$ cat src/rtl/mac_pkg.sv
package mac_pkg;

  typedef enum logic [1:0] {
    MODE_USER32  = 2'd0,
    MODE_SUPV32  = 2'd1,
    MODE_KERN32  = 2'd2,
    MODE_WIDE64  = 2'd3
  } cpu_mode_e;

  // Only the kernel and the 64-bit modes may issue an accumulate.
  function automatic logic mode_permits(cpu_mode_e m);
    return (m == MODE_KERN32) || (m == MODE_WIDE64);
  endfunction

endpackage

$ cat src/rtl/mac_gate.sv
module mac_gate
  import mac_pkg::*;
(
  input  cpu_mode_e mode,
  output logic      permit
);
  assign permit = mode_permits(mode);
endmodule

$ cat src/rtl/mac_mul.sv
module mac_mul #(
  parameter int OPW = 32,
  localparam int PRODW = 2 * OPW
) (
  input  logic [OPW-1:0] a,
  input  logic [OPW-1:0] b,
  input  logic           uns,
  output logic [PRODW:0] prod
);
  // Extend one operand to the product width plus a sign bit.
  function automatic logic signed [PRODW:0] widen(logic [OPW-1:0] v, logic u);
    logic fill;
    fill = u ? 1'b0 : v[OPW-1];
    return {{(OPW+1){fill}}, v};
  endfunction

  logic signed [PRODW:0] ax, bx, full;

  assign ax   = widen(a, uns);
  assign bx   = widen(b, uns);
  // The true product always fits PRODW+1 signed bits.
  assign full = ax * bx;
  assign prod = full;
endmodule

$ cat src/rtl/mac_addsat.sv
module mac_addsat #(
  parameter int OPW  = 32,
  parameter int ACCW = 64,
  localparam int PRODW = 2 * OPW,
  localparam int SUMW  = ACCW + 1
) (
  input  logic [ACCW-1:0] acc,
  input  logic [PRODW:0]  prod,
  input  logic            uns,
  input  logic            sat,
  output logic [ACCW-1:0] res,
  output logic            ovf_ev,
  output logic            unf_ev
);
  localparam logic [SUMW-1:0] SMAX_X = {{(SUMW-OPW+1){1'b0}}, {(OPW-1){1'b1}}};
  localparam logic [SUMW-1:0] SMIN_X = {{(SUMW-OPW+1){1'b1}}, {(OPW-1){1'b0}}};
  localparam logic [ACCW-1:0] SMAX_A = {{(ACCW-OPW+1){1'b0}}, {(OPW-1){1'b1}}};
  localparam logic [ACCW-1:0] SMIN_A = {{(ACCW-OPW+1){1'b1}}, {(OPW-1){1'b0}}};

  logic [SUMW-1:0] prod_x, acc_x, sum;
  logic            gt_max, lt_min;

  generate
    if (SUMW > PRODW + 1) begin : g_prod_ext
      assign prod_x = {{(SUMW-PRODW-1){prod[PRODW]}}, prod};
    end else begin : g_prod_fit
      assign prod_x = prod;
    end
  endgenerate

  function automatic logic [SUMW-1:0] acc_widen(logic [ACCW-1:0] v, logic u);
    return {(u ? 1'b0 : v[ACCW-1]), v};
  endfunction

  function automatic logic [ACCW-1:0] clamp(logic [SUMW-1:0] s, logic u, logic st,
                                            logic ov, logic un);
    if (st && ov)      return u ? {ACCW{1'b1}} : SMAX_A;
    else if (st && un) return SMIN_A;
    else               return s[ACCW-1:0];
  endfunction

  assign acc_x  = acc_widen(acc, uns);
  assign sum    = acc_x + prod_x;
  assign gt_max = $signed(sum) > $signed(SMAX_X);
  assign lt_min = $signed(sum) < $signed(SMIN_X);
  assign ovf_ev = uns ? sum[ACCW] : gt_max;
  assign unf_ev = ~uns & lt_min;
  assign res    = clamp(sum, uns, sat, ovf_ev, unf_ev);
endmodule

$ cat src/rtl/mac_sat64.sv
module mac_sat64
  import mac_pkg::*;
#(
  parameter int OPW  = 32,
  parameter int ACCW = 64,
  localparam int PRODW = 2 * OPW
) (
  input  logic            clk,
  input  logic            rst,
  input  logic            in_valid,
  input  logic [OPW-1:0]  op_a,
  input  logic [OPW-1:0]  op_b,
  input  logic            is_unsigned,
  input  logic            saturate,
  input  logic            pick_hi,
  input  logic [1:0]      cpu_mode,
  output logic [ACCW-1:0] lo_q,
  output logic [ACCW-1:0] hi_q,
  output logic [ACCW-1:0] dst_q,
  output logic            done,
  output logic            rsv_exc
);
  logic            permit, accept, refuse;
  logic [PRODW:0]  prod;
  logic [ACCW-1:0] acc_next, hi_next, dst_next;
  logic            ovf_ev, unf_ev;

  mac_gate u_gate (
    .mode   (cpu_mode_e'(cpu_mode)),
    .permit (permit)
  );

  mac_mul #(.OPW(OPW)) u_mul (
    .a    (op_a),
    .b    (op_b),
    .uns  (is_unsigned),
    .prod (prod)
  );

  mac_addsat #(.OPW(OPW), .ACCW(ACCW)) u_add (
    .acc    (lo_q),
    .prod   (prod),
    .uns    (is_unsigned),
    .sat    (saturate),
    .res    (acc_next),
    .ovf_ev (ovf_ev),
    .unf_ev (unf_ev)
  );

  assign accept   = in_valid & permit;
  assign refuse   = in_valid & ~permit;
  assign hi_next  = is_unsigned ? '0 : {ACCW{acc_next[ACCW-1]}};
  assign dst_next = pick_hi ? hi_next : acc_next;

  always_ff @(posedge clk) begin
    if (rst) begin
      lo_q    <= '0;
      hi_q    <= '0;
      dst_q   <= '0;
      done    <= 1'b0;
      rsv_exc <= 1'b0;
    end else begin
      done    <= accept;
      rsv_exc <= refuse;
      if (accept) begin
        lo_q  <= acc_next;
        hi_q  <= hi_next;
        dst_q <= dst_next;
      end
    end
  end
endmodule

$ cat config.mk
export PLATFORM = sky130hd
export DESIGN_NAME = mac_sat64
export DESIGN_NICKNAME = d
export VERILOG_FILES = /design/src/rtl/mac_pkg.sv /design/src/rtl/mac_gate.sv /design/src/rtl/mac_mul.sv /design/src/rtl/mac_addsat.sv /design/src/rtl/mac_sat64.sv
export SDC_FILE = /design/constraint.sdc
export NUM_CORES = 2
export LEC_CHECK = 0
export CAP_MARGIN = 20
export CELL_PAD_IN_SITES_DETAIL_PLACEMENT = 0
export CELL_PAD_IN_SITES_GLOBAL_PLACEMENT = 2
export CORE_ASPECT_RATIO = 2
export CORE_MARGIN = 1
export CORE_UTILIZATION = 30
export CTS_BUF_LIST = sky130_fd_sc_hd__clkbuf_4 sky130_fd_sc_hd__clkbuf_8
export DETAILED_ROUTE_END_ITERATION = 10
export GPL_ROUTABILITY_DRIVEN = 0
export PLACE_DENSITY = 0.65
export SLEW_MARGIN = 20
export SYNTH_ARGS = -nofsm -noshare
export SYNTH_HDL_FRONTEND = slang
export SYNTH_SLANG_ARGS = --single-unit
$ cat constraint.sdc
create_clock -name clk -period 23.5 [get_ports clk]
set_input_delay 4.7 -clock clk [delete_from_list [all_inputs] [get_ports clk]]
set_output_delay 4.7 -clock clk [all_outputs]
set_load 0.1 [all_outputs]
==> impl_metrics.xml <==
<?xml version="1.0" encoding="UTF-8"?>
<metrics>
  <group name="drt">
    <metric name="first_pass_iters" unit="">5</metric>
    <metric name="drt.antenna.violating_nets" unit="">0</metric>
    <metric name="routed_wirelength" unit="µm">169000</metric>
    <metric name="route.detailed.vias_per_inst" unit="">4.82</metric>
    <metric name="detailroute.via_count" unit="">34923</metric>
    <metric name="average_detailed_routed_wire_length_per_instance" unit="µm">23.3</metric>
    <metric name="drc" unit="">0</metric>
    <metric name="first_drt_iteration_drcs" unit="">1461</metric>
  </group>
  <group name="logic_synthesis">
    <metric name="synth.net_count" unit="">6679</metric>
    <metric name="synth_top_flop_cell" unit="">dfxtp_1</metric>
    <metric name="yosys.area_share.xor_xnor" unit="%">1.32</metric>
    <metric name="seq_area_frac_synth" unit="%">5.55</metric>
    <metric name="synthDominantAreaCellType" unit="">fa_1</metric>
    <metric name="netlist_area" unit="mm²">0.0473</metric>
    <metric name="async_flop_share" unit="%">0</metric>
    <metric name="synthMostInstantiatedCell" unit="">fa_1</metric>
    <metric name="post_synth_num_cell_types" unit="">79</metric>
    <metric name="synth.ff_latch_count" unit="">131</metric>
    <metric name="netlist_instances" unit="">5140</metric>
    <metric name="synthesized_area_fraction_occupied_by_ao_oa_aoi_and_oai_cells" unit="%">6.40</metric>
    <metric name="synth_enable_flop_cells" unit="">0</metric>
    <metric name="avgSynthCellArea" unit="µm²">9.20</metric>
    <metric name="synth.area.top_cells" unit="">fa_1 (52%), inv_1 (9.7%), ha_1 (6.1%), nand2_1 (5.9%), and2_1 (5.8%)</metric>
    <metric name="yosys.area_share.adder" unit="%">58.5</metric>
    <metric name="yosysTopAreaCellShare" unit="%">52.4</metric>
    <metric name="synth.yosys.warnings" unit="">0</metric>
    <metric name="post_synth_most_frequent_cells" unit="">fa_1 (1,237), inv_1 (1,216), nand2_1 (749), and2_1 (442), clkbuf_1 (250)</metric>
    <metric name="synth_top_family_by_area" unit="">adder cells</metric>
    <metric name="fraction_of_the_mapped_netlist_area_in_simple_logic_gates" unit="%">15.1</metric>
    <metric name="synth_mux_area_share" unit="%">0.0926</metric>
  </group>
  <group name="setup_path">
    <metric name="critical-path-max-stage-delay" unit="ns">1.24</metric>
    <metric name="cp.arrival" unit="ns">16.68</metric>
    <metric name="worst_setup_path_end_kind" unit="">flip-flop</metric>
    <metric name="critical_path_required" unit="ns">23.87</metric>
    <metric name="cp_slowest_cell" unit="">fa_1</metric>
    <metric name="worst_path_fanout_max" unit="">37</metric>
    <metric name="worst_setup_path_class" unit="">input pin to flip-flop</metric>
    <metric name="cp_common_cell" unit="">fa_1</metric>
    <metric name="worst_setup_sp_type" unit="">input pin</metric>
    <metric name="worst_r2r_setup_slack" unit="ns">13.84</metric>
    <metric name="worst_r2r_path_depth" unit="">25</metric>
  </group>
  <group name="clock_tree">
    <metric name="cts_tree" unit="">built</metric>
    <metric name="ctsHtreeMaxLevel" unit="">4</metric>
    <metric name="cts_root_buf" unit="">clkbuf_8</metric>
    <metric name="holdBufCountCts" unit="">0</metric>
    <metric name="clkTransAtPathRegs" unit="ns">0.09</metric>
    <metric name="clkSinkCount" unit="">131</metric>
    <metric name="ctsResizeCount" unit="">0</metric>
    <metric name="source_to_sink_clock_delay_at_the_later_pin_of_the_worst_skew_pair" unit="ns">0.48</metric>
    <metric name="cts_max_path_buffers" unit="">2</metric>
    <metric name="numCtsBuffers" unit="">17</metric>
    <metric name="postCtsSetupBuffers" unit="">0</metric>
  </group>
  <group name="grt">
    <metric name="grt_antenna_before_repair" unit="">3</metric>
    <metric name="largest_net_degree_at_the_start_of_global_routing" unit="">66</metric>
    <metric name="grt_most_used_layer" unit="">met2</metric>
    <metric name="first_pass_grt_wire_length" unit="µm">257000</metric>
    <metric name="grt_overflow_total" unit="">0</metric>
    <metric name="first_global_vias" unit="">40204</metric>
    <metric name="groute.layer.met2.usage" unit="%">44.9</metric>
    <metric name="groute.layer.met3.usage" unit="%">1.14</metric>
    <metric name="groute.layer.met1.usage" unit="%">23.1</metric>
    <metric name="track_usage" unit="%">22.1</metric>
  </group>
  <group name="finish">
    <metric name="area_growth_syn_to_layout" unit="%">9.81</metric>
    <metric name="drive_above_1_share" unit="%">3.30</metric>
    <metric name="num-nets-final" unit="">6702</metric>
    <metric name="fillerInstances" unit="">16420</metric>
    <metric name="final_util" unit="%">33.2</metric>
    <metric name="post_layout_nonfiller_instances" unit="">7248</metric>
  </group>
  <group name="timing">
    <metric name="drv_slew" unit="">0</metric>
    <metric name="max_freq" unit="GHz">0.0613</metric>
    <metric name="final_critical_path_setup_slack" unit="ns">7.20</metric>
    <metric name="grt_setup_unrepaired" unit="">no</metric>
    <metric name="final_hold_viol_count" unit="">0</metric>
    <metric name="timing.max_slew.rel_slack" unit="%">25.6</metric>
    <metric name="finalSetupViolations" unit="">0</metric>
    <metric name="worst-slew-pin-transition" unit="ns">1.11</metric>
    <metric name="worst_clock_skew" unit="ns">0.0134</metric>
    <metric name="shortest_clock_period_the_worst_path_allows_after_layout" unit="ns">16.30</metric>
    <metric name="timing.setup.tns" unit="ns">0</metric>
    <metric name="layout_worst_path_cycle_share" unit="%">69.4</metric>
  </group>
  <group name="hold_path">
    <metric name="worstHoldPathCells" unit="">1</metric>
    <metric name="hold_crit_class" unit="">flip-flop to flip-flop</metric>
  </group>
  <group name="floorplan">
    <metric name="num_io_pins" unit="">266</metric>
    <metric name="floorplan.core_area" unit="mm²">0.156</metric>
    <metric name="design.die.area" unit="mm²">0.159</metric>
    <metric name="die_width" unit="µm">283</metric>
    <metric name="placement_rows" unit="">205</metric>
    <metric name="die_h" unit="µm">563</metric>
    <metric name="initial_utilization" unit="%">30.3</metric>
  </group>
  <group name="placed_design">
    <metric name="place_ws" unit="ns">6.65</metric>
    <metric name="post-dp-hpwl" unit="µm">143000</metric>
    <metric name="place.port_buffers" unit="">264</metric>
    <metric name="numPlacedInstances" unit="">7214</metric>
  </group>
  <group name="outcome">
    <metric name="run_status" unit="">complete, no violations</metric>
  </group>
  <group name="run">
    <metric name="max_cap_violations" unit="">0</metric>
  </group>
</metrics>
## sequential cells by signal, summed over array words and instances (netlist names)
signal,count
dst_q,64
lo_q,64
done,1
hi_q,1
rsv_exc,1
## path summary, 6_finish.rpt
check | startpoint | endpoint
max | op_a[31] | lo_q[34]
min | dst_q[63] | dst_q[63]
max reg2reg | lo_q[20] | lo_q[8]
min reg2reg | dst_q[63] | dst_q[63]
## placed cells by master (no fill, tap or decap), types with 9 or more instances in the layout
master           instances
a211oi_1                43
a21o_1                  31
a21oi_1                 75
a221o_1                 32
a22oi_1                 29
a31oi_1                 16
and2_1                 441
and4_1                  16
buf_2                   12
buf_4                   89
clkbuf_8                17
clkdlybuf4s50_1        252
dfxtp_1                130
fa_1                  1237
ha_1                   230
inv_1                 1215
nand2_1                749
nand2b_1                18
nand3_1                 42
nand4_1                 28
nor2_1                 111
nor3_1                  27
nor4_1                  10
o21a_1                   9
o21ai_0                 61
o21ai_1                 11
o221a_1                 20
o221a_2                  9
or3_1                   10
xnor2_1                 51
xor2_1                  20
## area by class of cell
| cell class | instances | area (µm²) | share of cell area [%] |
|---|---|---|---|
| Inverter | 1216 | 4560 | 8.79 |
| Multi-Input combinational cell | 3444 | 38500 | 74.2 |
| Timing Repair Buffer | 353 | 3250 | 6.26 |
| Clock buffer | 17 | 234 | 0.451 |
| Tap cell | 2070 | 2590 | 4.99 |
| Antenna cell | 2 | 5.00 | 0.00964 |
| Sequential cell | 131 | 2630 | 5.06 |
| Clock inverter | 15 | 148 | 0.284 |
## through the flow
step                      hold WS [ns]  area (µm²)
final                            0.493       51900
after global routing             0.521       51900
after CTS                        0.501       51900
after detailed placement         0.473       51500
after global placement           0.465       51500
after floorplan                  0.920       47300
## cell families (layout without fill, tap and decap cells)
kind of cell	count (synthesis)	count (layout)
buffers and inverters	1565	1601
and+or+nand+nor	1485	1485
adders and majority gates	1467	1467
AOI/OAI and AO/OA	417	417
DFF	131	131
xor gates and xnor gates	71	71
muxes	4	4
other	0	2
## critical path, delay by kind of cell
family          cells  cell delay [ns]
buf+inv             7             2.20
xor+xnor            1             0.30
simple gates       10             3.13
fa+ha+maj           9             5.31
compound gates      4             0.93
## per-layer routing
metal	up-vias	wire length (µm)
li1	15145	-
met1	18732	58000
met2	807	99700
met3	239	3950
met4	0	7330
met5	-	0
Power is left out: the tool's default activity adds up to more than one toggle a clock period on the data nets, which glitch-free logic cannot reach.
